$ cat src/rtl/wpk_pkg.sv
package wpk_pkg;
  typedef enum logic [2:0] {
    S_IDLE,
    S_FETCH,
    S_SCATTER,
    S_GATHER,
    S_DRAIN,
    S_SEND,
    S_DONE
  } wpk_state_e;
endpackage

$ cat src/rtl/wpk_cm_addr.sv
module wpk_cm_addr #(
  parameter int AW = 18
) (
  input  logic          clk,
  input  logic          rst_n,
  input  logic          load,
  input  logic [AW-1:0] load_addr,
  input  logic          load_reloc,
  input  logic          step,
  output logic [AW-1:0] addr,
  output logic          reloc
);
  logic [AW-1:0] addr_q, addr_d;
  logic          rel_q, rel_d;
  logic          en;

  always_comb begin
    addr_d = addr_q;
    rel_d  = rel_q;
    if (load) begin
      addr_d = load_addr;
      rel_d  = load_reloc;
    end else if (step) begin
      addr_d = addr_q + 1'b1;
      rel_d  = rel_q ^ (addr_d[AW-1] ^ addr_q[AW-1]);
    end
  end

  assign en = load | step;

  always_ff @(posedge clk or negedge rst_n) begin
    if (!rst_n) begin
      addr_q <= '0;
      rel_q  <= 1'b0;
    end else if (en) begin
      addr_q <= addr_d;
      rel_q  <= rel_d;
    end
  end

  assign addr  = addr_q;
  assign reloc = rel_q;
endmodule

$ cat src/rtl/wpk_lane_ctr.sv
module wpk_lane_ctr #(
  parameter int LANES = 5,
  parameter int LAW   = 12,
  localparam int LW   = $clog2(LANES)
) (
  input  logic           clk,
  input  logic           rst_n,
  input  logic           load,
  input  logic [LAW-1:0] base,
  input  logic           step,
  output logic [LAW-1:0] ptr,
  output logic [LW-1:0]  lane,
  output logic           last
);
  logic [LAW-1:0] ptr_q, ptr_d;
  logic [LW-1:0]  lane_q, lane_d;
  logic           en;

  assign last = (lane_q == LW'(LANES - 1));

  always_comb begin
    ptr_d  = ptr_q;
    lane_d = lane_q;
    if (load) begin
      ptr_d  = base;
      lane_d = '0;
    end else if (step) begin
      ptr_d  = ptr_q + 1'b1;
      lane_d = last ? '0 : lane_q + 1'b1;
    end
  end

  assign en = load | step;

  always_ff @(posedge clk or negedge rst_n) begin
    if (!rst_n) begin
      ptr_q  <= '0;
      lane_q <= '0;
    end else if (en) begin
      ptr_q  <= ptr_d;
      lane_q <= lane_d;
    end
  end

  assign ptr  = ptr_q;
  assign lane = lane_q;
endmodule

$ cat src/rtl/wpk_word_buf.sv
module wpk_word_buf #(
  parameter int NW    = 12,
  parameter int LANES = 5,
  parameter int WW    = 64,
  localparam int PW   = NW * LANES,
  localparam int LW   = $clog2(LANES)
) (
  input  logic          clk,
  input  logic          rst_n,
  input  logic          load_wide,
  input  logic [WW-1:0] wide_in,
  input  logic          cap_en,
  input  logic [LW-1:0] cap_lane,
  input  logic [NW-1:0] cap_data,
  input  logic [LW-1:0] rd_lane,
  output logic [NW-1:0] slice,
  output logic [WW-1:0] wide_out
);
  logic [PW-1:0] held;
  logic          unused_top;

  assign unused_top = ^wide_in[WW-1:PW];

  for (genvar g = 0; g < LANES; g++) begin : g_lane
    logic [NW-1:0] q, d;
    logic          en;
    assign en = load_wide | (cap_en && (cap_lane == LW'(g)));
    assign d  = load_wide ? wide_in[(LANES-1-g)*NW +: NW] : cap_data;
    always_ff @(posedge clk or negedge rst_n) begin
      if (!rst_n)  q <= '0;
      else if (en) q <= d;
    end
    assign held[(LANES-1-g)*NW +: NW] = q;
  end

  always_comb begin
    slice = '0;
    for (int i = 0; i < LANES; i++)
      if (rd_lane == LW'(i)) slice = held[(LANES-1-i)*NW +: NW];
  end

  assign wide_out = {{(WW-PW){1'b0}}, held};
endmodule

$ cat src/rtl/wide_pack_unit.sv
module wide_pack_unit
  import wpk_pkg::*;
#(
  parameter int NW    = 12,
  parameter int LANES = 5,
  parameter int CELL  = 16,
  parameter int WW    = 64,
  parameter int LAW   = 12,
  parameter int AW    = 18,
  parameter int CNTW  = 12
) (
  input  logic            clk,
  input  logic            rst_n,
  input  logic            start,
  input  logic            dir_wr,
  input  logic [LAW-1:0]  loc_base,
  input  logic [CNTW-1:0] xfer_cnt,
  input  logic [AW-1:0]   cm_addr_init,
  input  logic            reloc_init,
  output logic [AW-1:0]   cm_addr,
  output logic            reloc,
  input  logic            in_valid,
  input  logic [WW-1:0]   in_data,
  output logic            in_ready,
  output logic            out_valid,
  output logic [WW-1:0]   out_data,
  input  logic            out_ready,
  output logic [LAW-1:0]  lm_addr,
  output logic            lm_wr,
  output logic [CELL-1:0] lm_wdata,
  output logic            lm_rd,
  input  logic [CELL-1:0] lm_rdata,
  output logic            done
);
  localparam int LW = $clog2(LANES);

  wpk_state_e      state_q, state_d;
  logic [CNTW-1:0] rem_q, rem_d;
  logic            rd_pend_q;
  logic [LW-1:0]   rd_lane_q;
  logic            cm_load, cm_step, lane_load, lane_step, buf_load;
  logic [LW-1:0]   lane;
  logic            lane_last;
  logic [NW-1:0]   slice;
  logic            unused_hi;

  assign unused_hi = ^lm_rdata[CELL-1:NW];

  wpk_cm_addr #(.AW(AW)) u_cm (
    .clk(clk), .rst_n(rst_n), .load(cm_load), .load_addr(cm_addr_init),
    .load_reloc(reloc_init), .step(cm_step), .addr(cm_addr), .reloc(reloc)
  );

  wpk_lane_ctr #(.LANES(LANES), .LAW(LAW)) u_lane (
    .clk(clk), .rst_n(rst_n), .load(lane_load), .base(loc_base),
    .step(lane_step), .ptr(lm_addr), .lane(lane), .last(lane_last)
  );

  wpk_word_buf #(.NW(NW), .LANES(LANES), .WW(WW)) u_buf (
    .clk(clk), .rst_n(rst_n), .load_wide(buf_load), .wide_in(in_data),
    .cap_en(rd_pend_q), .cap_lane(rd_lane_q), .cap_data(lm_rdata[NW-1:0]),
    .rd_lane(lane), .slice(slice), .wide_out(out_data)
  );

  assign lm_wdata = {{(CELL-NW){1'b0}}, slice};

  always_comb begin
    state_d   = state_q;
    rem_d     = rem_q;
    cm_load   = 1'b0;
    cm_step   = 1'b0;
    lane_load = 1'b0;
    lane_step = 1'b0;
    buf_load  = 1'b0;
    in_ready  = 1'b0;
    out_valid = 1'b0;
    lm_wr     = 1'b0;
    lm_rd     = 1'b0;
    done      = 1'b0;
    unique case (state_q)
      S_IDLE: if (start) begin
        cm_load   = 1'b1;
        lane_load = 1'b1;
        rem_d     = xfer_cnt;
        if (xfer_cnt == '0) state_d = S_DONE;
        else                state_d = dir_wr ? S_GATHER : S_FETCH;
      end
      S_FETCH: begin
        in_ready = 1'b1;
        if (in_valid) begin
          buf_load = 1'b1;
          state_d  = S_SCATTER;
        end
      end
      S_SCATTER: begin
        lm_wr     = 1'b1;
        lane_step = 1'b1;
        if (lane_last) begin
          cm_step = 1'b1;
          rem_d   = rem_q - 1'b1;
          state_d = (rem_q == CNTW'(1)) ? S_DONE : S_FETCH;
        end
      end
      S_GATHER: begin
        lm_rd     = 1'b1;
        lane_step = 1'b1;
        if (lane_last) state_d = S_DRAIN;
      end
      S_DRAIN: state_d = S_SEND;
      S_SEND: begin
        out_valid = 1'b1;
        if (out_ready) begin
          cm_step = 1'b1;
          rem_d   = rem_q - 1'b1;
          state_d = (rem_q == CNTW'(1)) ? S_DONE : S_GATHER;
        end
      end
      S_DONE: begin
        done    = 1'b1;
        state_d = S_IDLE;
      end
      default: state_d = S_IDLE;
    endcase
  end

  always_ff @(posedge clk or negedge rst_n) begin
    if (!rst_n) begin
      state_q   <= S_IDLE;
      rem_q     <= '0;
      rd_pend_q <= 1'b0;
      rd_lane_q <= '0;
    end else begin
      state_q   <= state_d;
      rem_q     <= rem_d;
      rd_pend_q <= lm_rd;
      if (lm_rd) rd_lane_q <= lane;
    end
  end
endmodule

$ cat config.mk
export PLATFORM = sky130hd
export DESIGN_NAME = wide_pack_unit
export DESIGN_NICKNAME = d
export VERILOG_FILES = /design/src/rtl/wpk_pkg.sv /design/src/rtl/wpk_cm_addr.sv /design/src/rtl/wpk_lane_ctr.sv /design/src/rtl/wpk_word_buf.sv /design/src/rtl/wide_pack_unit.sv
export SDC_FILE = /design/constraint.sdc
export NUM_CORES = 1
export LEC_CHECK = 0
export ABC_CLOCK_PERIOD_IN_PS = 4600
export BUFFER_PORTS_ARGS = -buffer_cell sky130_fd_sc_hd__clkbuf_2
export CAP_MARGIN = 0
export CORE_ASPECT_RATIO = 1.25
export CORE_MARGIN = 2
export CORE_UTILIZATION = 55
export CTS_CLUSTER_DIAMETER = 60
export CTS_CLUSTER_SIZE = 30
export DETAILED_ROUTE_END_ITERATION = 6
export GPL_ROUTABILITY_DRIVEN = 0
export PLACE_DENSITY = 0.87
export RECOVER_POWER = 25
export SYNTH_ARGS = -nofsm -noshare
export SYNTH_HDL_FRONTEND = slang
export SYNTH_HIERARCHICAL = 1
export SYNTH_SLANG_ARGS = --single-unit
$ cat constraint.sdc
create_clock -name clk -period 4.6 [get_ports clk]
set_clock_uncertainty 0.15 [all_clocks]
set_input_delay 0.92 -clock clk [delete_from_list [all_inputs] [get_ports clk]]
set_output_delay 0.92 -clock clk [all_outputs]
set_load 0.005 [all_outputs]
Word level (Yosys, flattened, before mapping)

Cells that the tools add are included.

Flip-flop bits (word level): 113
Input bits: 129
Output and inout port bits: 116
Logic and storage cells: 109

Add/sub/neg operators: 4
Equal/unequal tests: 20
Multiplexer cells: 46
Bitwise logic cells: 9
Reductions and logical operators: 17

Operators with widths:

| operator                | number |
|---|---|
| $mux W12                | 15 |
| $mux W18                | 2 |
| $pmux W12 S3            | 1 |
| $mux W3                 | 11 |
| $add A18 B1 Y18 const B | 1 |
| $eq A3 B2 Y1 const B    | 6 |
| $pmux W3 S6             | 1 |
| $eq A3 B3 Y1 const B    | 5 |
| $mux W1                 | 14 |
| $add A12 B1 Y12 const B | 1 |
| $eq A12 B1 Y1 const B   | 1 |
| $logic_not A12 Y1       | 1 |
| $sub A12 B1 Y12 const B | 1 |
| $eq A3 B1 Y1 const B    | 3 |
| $logic_not A3 Y1        | 3 |
| $or A1 B1 Y1            | 7 |
| $ne A2 B2 Y1 const B    | 3 |
| $logic_and A1 B1 Y1     | 5 |
| $reduce_and A5 Y1       | 1 |
| $ne A2 B1 Y1 const B    | 2 |
| $reduce_and A2 Y1       | 2 |
| $reduce_and A4 Y1       | 1 |
| $reduce_bool A2 Y1      | 2 |
| $add A3 B1 Y3 const B   | 1 |
| 5 further kinds         | 6 |

Logic depth before layout (Yosys ltp)

Gate-level depths: netlist of run 1.

Word-level depth: 6
Gate-level depth with buffers: 11
Gate-level depth less buffers: 11

Hierarchy

The synthesis of run 1 kept the hierarchy.

Modules (own cells, without submodules):

| module         | instances | cells an instance | area an instance (sq um) | sequential area each (sq um) |
|---|---|---|---|---|
| wpk_word_buf   | 1         | 338               | 3388.2                   | 1501.4 |
| wide_pack_unit | 1         | 151               | 1403.8                   | 475.5 |
| wpk_cm_addr    | 1         | 119               | 1133.6                   | 475.5 |
| wpk_lane_ctr   | 1         | 93                | 875.8                    | 375.4 |

Worst setup path before layout of run 1

No wires, ideal clock.

Path kind: input to register
From: input start
To: register u_cm.addr_q[11], in the netlist u_cm/addr[11]
Setup time: 0.126 ns
Arrival: 2.348 ns
Data required time: 4.324 ns
Setup slack: 1.976 ns
Stages on the path: 7
Cells stage by stage: mux2_4 > a22oi_4 > nor2_2 > nand3_4 > nor4_4 > nor3_1 > a221o_1

Longest elaborated chain between the ends: 4
Elaborated cells between the ends (all ways): 6
Those cells by class: mux: 3; bitwise: 1; reduce/logical: 2

Ends and longest elaborated chain:

| item                                                         | RTL line             | source |
|---|---|---|
| start: declaration                                           | wide_pack_unit.sv:14 | `input logic start,` |
| $mux W1 *                                                    | wide_pack_unit.sv:81 | `S_IDLE: if (start) begin` |
| $mux W1 *                                                    | wide_pack_unit.sv:80 | `unique case (state_q)` |
| $reduce_bool A2 Y1 (no line) or $or A1 B1 Y1 (tied branches) | -                    |  |
| $reduce_and A2 Y1 (no line)                                  | -                    |  |
| end signal: assignment                                       | wpk_cm_addr.sv:36    | `addr_q <= addr_d;` |
| end: declaration                                             | wpk_cm_addr.sv:13    | `logic [AW-1:0] addr_q, addr_d;` |

Mark *: on every way between the ends. The rest lies on a longest branch, timed or not.
A chain may end at the register's enable or synchronous reset.

Worst setup path after layout of run 1

From: register u_lane.lane_q[0], in the netlist u_lane/lane[0]
To: output lm_wdata[0]

Longest elaborated chain between the ends: 6
Elaborated cells between the ends (all ways): 10
Those cells by class: eq/ne: 4; mux: 5; reduce/logical: 1

Ends and longest elaborated chain:

| item                     | RTL line             | source |
|---|---|---|
| start: declaration       | wpk_lane_ctr.sv:16   | `logic [LW-1:0] lane_q, lane_d;` |
| start signal: assignment | wpk_lane_ctr.sv:41   | `lane_q <= lane_d;` |
| $logic_not A3 Y1         | wpk_word_buf.sv:39   | `if (rd_lane == LW'(i)) slice = held[(LANES-1-i)*NW +: NW];` |
| $mux W12 (4 in a row)    | wpk_word_buf.sv:39   |  |
| $mux W12 *               | wpk_word_buf.sv:39   |  |
| end: declaration         | wide_pack_unit.sv:30 | `output logic [CELL-1:0] lm_wdata,` |

Marked as above.

==> run_results.csv, run 1 <==
group,metric,value,unit
sta,hold_slack,373.3,ps
critical_path,startpoint_type,"register",
global_route,overflow,0,
floorplan,io_pins,245,
global_route,grtUsageTotal,28.63,%
clock_tree,postCtsSetupBuffers,0,
critical_path,cp.arrival,2550,ps
yosys,ys.warnings.count,6,
critical_path,slowest_stage,"nor2b_1",
sta,hold_viol,0,
critical_path,crit_chain,"buf_4 > nor2b_1 > o2bb2ai_1 > o21a_1 > clkbuf_2",
critical_path,crit_path_max_fanout,27,
sta,relSlewSlack,-92.66,%
power_and_ir_drop,peakVddDrop,0.4618,mV
layout,final_nets,1043,
global_route,grt_start_max_net_pins,121,
worst_hold_path,holdPathStages,2,
outcome,violations,"capacitance limit, slew limit",
critical_path,reg2reg_depth,11,
route,num_vias,6278,
layout,areaGrowthSynthToFinish,25.35,%
clock_tree,cts_num_sinks,113,
sta,worst_pin_slew,2890,ps
outcome,outcome,"finished with violations",
floorplan,die_w,103.5,um
global_route,grt_pass1_vias,6047,
critical_path,slowest_delay,860,ps
sta,finalSetupViolCount,0,
clock_tree,cts_tree,"built",
route,drtIter0Drc,307,
clock_tree,clockBufferDepth,2,
yosys,yosysSeqAreaShare,41.57,%
worst_hold_path,min_path_type,"reg -> reg",
route,wl_per_cell,17.67,um
yosys,synth_area_leader_cell,"dfrtp_1",
clock_tree,ctsRootBufferMaster,"clkbuf_16",
power_and_ir_drop,totalPowerFinal,5.903,mW
floorplan,die_h,128.3,um
clock_tree,clk_latency,400,ps
layout,drive_above_1_share,32.03,%
sta,grt_setup_unrepaired,"no",
yosys,synth_edf_count,0,
route,routed_via_density,5.786,
yosys,synth_ff_type,"dfrtp_1",
layout,instances_no_fill,1085,
layout,multi_input_area,0.003617,mm^2
layout,n_antenna_cell,0,
global_route,grt_pass1_wl,29620,um
floorplan,initial_core_util,56.19,%
route,drtAntennaViolNets,0,
yosys,syn_inst,701,
clock_tree,clkTransAtPathRegs,60,ps
clock_tree,h-tree-depth,4,
yosys,synth_cell_type_count,77,
floorplan,core_area,0.01211,mm^2
global_route,grt_antenna_before_repair,0,
layout,nFillCells,905,
sta,fin_setup_tns,0,ps
route,drt_wl_total,19170,um
sta,finalCritPeriodShare,78.80,%
layout,final_common_cell,"clkbuf_2",
sta,slew_violations,54,
power_and_ir_drop,power_density,692.4,mW/mm^2
yosys,synthArstFlopShare,100.0,%
yosys,yosys-top-cells-area,"dfrtp_1 42%, mux2i_1 14%, o21ai_0 6.4%, nand2_1 5.5%, o2bb2ai_1 1.8%",
route,drc_errors,0,
floorplan,dieArea,0.01328,mm^2
yosys,synth_area,0.006802,mm^2
yosys,netlist.area_leader.share,41.57,%
placement,place_inst,1053,
clock_tree,cts_resized,0,
critical_path,worstPathRequired,3530,ps
power_and_ir_drop,power_leakage,3.817,nW
placement,io_buffer_count,228,
layout,ff_latch_area,0.002828,mm^2
yosys,ys_ff_latch,113,
clock_tree,cts_made_buffers,17,
sta,max_freq,275.9,MHz
sta,layout_min_cycle_time,3625,ps
critical_path,crit_type,"reg -> out",
route,drt_first_pass_iters,5,
layout,final_cell_mix,"228 x clkbuf_2, 113 x dfrtp_1, 100 x nand2_1",
clock_tree,ctsHoldBuffers,0,
placement,dpl.hpwl,13770,um
yosys,syn_area_per_cell,9.703,um^2
critical_path,crit_path_end_kind,"output port",
floorplan,row_count,45,
flow_run,drv_cap,1,
==> sequential cells by signal, summed over array words and instances, names as in the netlist <==
signal,cells
state_q,3
u_cm/reloc,1
u_cm/addr,18
rem_q,12
u_buf/g_lane.q,60
u_lane/ptr,12
rd_pend_q,1
rd_lane_q,3
u_lane/lane,3
==> cell families after synthesis <==
logic type                 count (synthesis)  share of synthesized area, %
buffers and inverters                     69                         5.629
DFF                                      113                         41.57
AOI/OAI and AO/OA                        191                         17.83
other                                      2                        0.1104
muxes                                     97                         14.40
adders and majority gates                  6                         1.104
and+or+nand+nor                          207                         17.29
xor gates and xnor gates                  16                         2.060
==> critical path: cells and delay by family, from the launching register on <==
family / cells / cell delay, ps
AO/OA/AOI/OAI: 2 / 420
flip-flops: 1 / 370
AND/OR/NAND/NOR: 1 / 860
buffers and inverters: 2 / 510
==> metal layers <==
layer	GRT usage (%)	vias up	part of all wire (%)
met3	7.061	34	7.6
li1	-	2963	-
met1	32.85	3010	39
met2	50.47	271	51
met4	11.38	0	3.1
met5	0	-	0
==> worst paths after layout <==
path                           startpoint             to  slack (ps)
max                        u_lane/lane[0]    lm_wdata[0]         980
min                             rem_q[10]      rem_q[10]         370
max reg2reg                u_lane/lane[1]  u_cm/addr[11]        1390
min reg2reg                     rem_q[10]      rem_q[10]         370
max in group asynchronous           rst_n      rem_q[11]        1180
min in group asynchronous           rst_n  u_cm/addr[17]        1290
==> synthesized netlist by cell type, drive strengths merged, types with 2 or more instances <==
library cell,instances
a211oi,2
o31ai,2
a221o,3
o2bb2a,3
nand2b,2
o21a,13
xnor2,9
a31oi,3
nor3,11
clkbuf,23
nand4b,3
conb,2
a22o,3
o21ai,106
ha,6
and4bb,3
buf,29
inv,17
dfrtp,113
mux2i,93
a21oi,10
and3,2
a22oi,9
and2,6
o211ai,9
nor4,10
or2,2
o2bb2ai,14
or4,6
mux2,4
xor2,7
nor2,16
nand3,16
o22ai,7
nand4,11
nor4b,3
nor3b,2
nor2b,7
nand2,101
==> layout make-up <==
cell class,instances,share of cell area [%]
tap,164,2.407
clock inverter,13,2.187
multi-input combinational,525,42.43
inverter,17,0.7485
sequential,113,33.17
timing repair buffer,234,13.87
clock buffer,19,5.195
==> report_power, final <==
group | internal [mW] | total (mW) | switching, mW
clock network | 0.921 | 1.38 | 0.458
registers | 1.47 | 2.02 | 0.556
logic | 1.14 | 2.50 | 1.36
total | 3.53 | 5.90 | 2.37
==> metrics by stage <==
step	area, um^2	setup WS (ps)	util [%]
3_5_place_dp	7903	1420	65.28
2_1_floorplan	6824	1976	-
3_3_place_gp	7903	1465	65.28
4_1_cts	8532	973.0	70.48
5_1_grt	8526	580.3	70.43
6_report	8526	975.0	70.43
No activity file was read; power rests on OpenSTA's default activity.
==> run 2: changes to the inputs <==
--- a/config.mk
+++ b/config.mk
@@ -5,17 +5,17 @@
 export SDC_FILE = /design/constraint.sdc
 export NUM_CORES = 1
 export LEC_CHECK = 0
-export ABC_CLOCK_PERIOD_IN_PS = 4600
+export ABC_CLOCK_PERIOD_IN_PS = 3700
 export BUFFER_PORTS_ARGS = -buffer_cell sky130_fd_sc_hd__clkbuf_2
 export CAP_MARGIN = 0
 export CORE_ASPECT_RATIO = 1.25
 export CORE_MARGIN = 2
-export CORE_UTILIZATION = 55
+export CORE_UTILIZATION = 51
 export CTS_CLUSTER_DIAMETER = 60
 export CTS_CLUSTER_SIZE = 30
 export DETAILED_ROUTE_END_ITERATION = 6
 export GPL_ROUTABILITY_DRIVEN = 0
-export PLACE_DENSITY = 0.87
+export PLACE_DENSITY = 0.82
 export RECOVER_POWER = 25
 export SYNTH_ARGS = -nofsm -noshare
 export SYNTH_HDL_FRONTEND = slang
==> constraint.sdc (replaced) <==
create_clock -name clk -period 3.7 [get_ports clk]
set_clock_uncertainty 0.15 [all_clocks]
set_input_delay 0.74 -clock clk [delete_from_list [all_inputs] [get_ports clk]]
set_output_delay 0.74 -clock clk [all_outputs]
set_load 0.005 [all_outputs]
==> run 2 against run 1 <==
  * The flow still finishes with violations (capacitance limit, slew limit)
  * Core utilization fell by 4.8 points
  * Via count fell by 0.18%
  * Critical path type is now reg -> reg
  * Combinational power rose by 27%
  * Register-to-register slack got worse by 630 ps
  * Largest power group unchanged
  * Critical path depth rose by 4
  * Largest cell class unchanged
==> run_results.csv, run 2 (synthesized netlist as in run 1, its figures left out) <==
group,metric,value,unit
clock_tree,clk_latency,400,ps
critical_path,crit_path_frequent_cell,"nor2_2",
power_and_ir_drop,seqPwrFrac,33.4,%
layout,final_area,0.008601,mm^2
outcome,outcome,"finished with violations",
clock_tree,h-tree-depth,4,
worst_hold_path,min_path_type,"reg -> reg",
placement,dpl.hpwl,14380,um
global_route,grt_pass1_vias,6121,
critical_path,crit_chain,"nor2_4 > nand2_1 > inv_1 > nor2_2 > nor2_2 > nand3_4 > nor4_4 > nor3_1 > a221o_1",
route,drtAntennaViolNets,0,
layout,final_cell_mix,"229 x clkbuf_2, 113 x dfrtp_1, 100 x nand2_1",
floorplan,die_w,107.3,um
sta,fin_setup_tns,0,ps
power_and_ir_drop,power_leakage,3.853,nW
placement,io_buffer_count,228,
clock_tree,cts_made_buffers,17,
critical_path,crit_path_max_fanout,12,
layout,areaGrowthSynthToFinish,26.45,%
route,routed_via_density,5.702,
sta,grt_setup_unrepaired,"no",
flow_run,drv_cap,1,
critical_path,slowest_delay,520,ps
critical_path,cp.arrival,3080,ps
clock_tree,cts_num_sinks,113,
floorplan,initial_core_util,51.87,%
clock_tree,cts_tree,"built",
clock_tree,ctsHoldBuffers,0,
clock_tree,clockBufferDepth,2,
critical_path,startpoint_type,"register",
sta,worst_pin_slew,1509,ps
power_and_ir_drop,peakVddDrop,0.4820,mV
clock_tree,ctsRootBufferMaster,"clkbuf_16",
clock_tree,postCtsSetupBuffers,0,
critical_path,crit_type,"reg -> reg",
layout,drive_above_1_share,32.54,%
global_route,grtUsageTotal,27.50,%
power_and_ir_drop,p_int,4.469,mW
sta,finalCritPeriodShare,79.59,%
critical_path,slowest_stage,"nor4_4",
route,drt_wl_total,19740,um
sta,setup_ws,755.1,ps
layout,regMostFlops,"u_buf/g_lane.q",
sta,relSlewSlack,-0.6184,%
route,drt_first_pass_iters,5,
placement,post-place-ws,790.0,ps
outcome,violations,"capacitance limit, slew limit",
global_route,overflow,0,
floorplan,core_area,0.01311,mm^2
route,num_vias,6267,
sta,slew_violations,61,
floorplan,row_count,47,
sta,max_freq,339.6,MHz
global_route,grt_antenna_before_repair,0,
power_and_ir_drop,p_sw,2.979,mW
sta,hold_viol,0,
route,drc_errors,0,
layout,final_common_cell,"clkbuf_2",
sta,finalSetupViolCount,0,
power_and_ir_drop,p_comb_share,42.6,%
floorplan,dieArea,0.01428,mm^2
critical_path,path_buf_inv,1,
placement,place_area,0.007976,mm^2
power_and_ir_drop,totalPowerFinal,7.448,mW
route,drtIter0Drc,286,
layout,utilization,65.59,%
layout,final_nets,1050,
sta,layout_min_cycle_time,2945,ps
power_and_ir_drop,clockPowerShare,24.0,%
global_route,grt_pass1_wl,30680,um
floorplan,die_h,133.1,um
global_route,grt_start_max_net_pins,72,
power_and_ir_drop,power_density,866.0,mW/mm^2
clock_tree,clkTransAtPathRegs,60,ps
layout,largest_reg_flops,60,
layout,n_antenna_cell,0,
critical_path,cp_top_family,"simple AND/OR/NAND/NOR gates",
layout,nFillCells,1141,
critical_path,crit_path_end_kind,"register",
floorplan,io_pins,245,
route,wl_per_cell,17.96,um
critical_path,worstPathRequired,3840,ps
clock_tree,cts_resized,0,
power_and_ir_drop,switching_share,39.99,%
run 2: cell types whose count changed in the layout (fill, tap and decap cells not counted), moves of 2 or more:
cell and change:
clkinvlp_4 +2, buf_4 +7, inv_6 +2, clkinv_4 -4
run 2: through the flow:
stage / cells / hold slack [ps]
finish: 1099 / 378.9
global route: 1099 / 390.9
CTS: 1099 / 284.7
detailed placement: 1067 / 373.2
global placement: 1067 / 358.5
floorplan: 707 / 294.4
run 2: path summary, 6_finish.rpt:
| path | slack, ps | start | cells past startpoint | to |
|---|---|---|---|---|
| worst max-delay path | 760 | state_q[0] | 9 | u_cm/addr[11] |
| worst min-delay path | 380 | rem_q[10] | 2 | rem_q[10] |
| worst max register to register | 760 | state_q[0] | 9 | u_cm/addr[11] |
| worst min register to register | 380 | rem_q[10] | 2 | rem_q[10] |
| max in group asynchronous | 1160 | rst_n | 2 | u_buf/g_lane[2].q[3] |
| min in group asynchronous | 550 | rst_n | 1 | u_cm/addr[12] |
run 2: per-layer routing:
layer	routed length, um	vias to the layer above	part of all wire [%]	track usage (%)
met4	837	0	4.2	15.44
met3	1427	41	7.2	5.431
met5	0	-	0	0
met1	7673	2978	39	31.96
met2	9799	279	50	47.01
li1	-	2969	-	-
run 2: layout make-up:
type | instances | area (um^2) | area share, %
Clock buffer | 19 | 432.9 | 5.033
Clock inverter | 13 | 209.0 | 2.429
Inverter | 17 | 63.81 | 0.7419
Sequential cell | 113 | 2828 | 32.88
Tap cell | 171 | 214.0 | 2.488
Multi-Input combinational cell | 525 | 3617 | 42.06
Timing Repair Buffer | 241 | 1236 | 14.37
run 2: tightest hold or removal path: cells and delay by family (launching register included):
family | cells | cell delay [ps]
buffers and inverters | 1 | 50
AO/OA/AOI/OAI | 1 | 50
flip-flops | 1 | 380
run 2: power by group through the flow:
stage | sequential [mW] | clock [mW] | combinational (mW)
global placement | 2.48 | 0 | 3.08
finish | 2.49 | 1.78 | 3.17
floorplan | 2.39 | 0 | 2.04
CTS | 2.48 | 1.82 | 3.19
global route | 2.57 | 1.88 | 3.50
detailed placement | 2.50 | 0 | 3.17
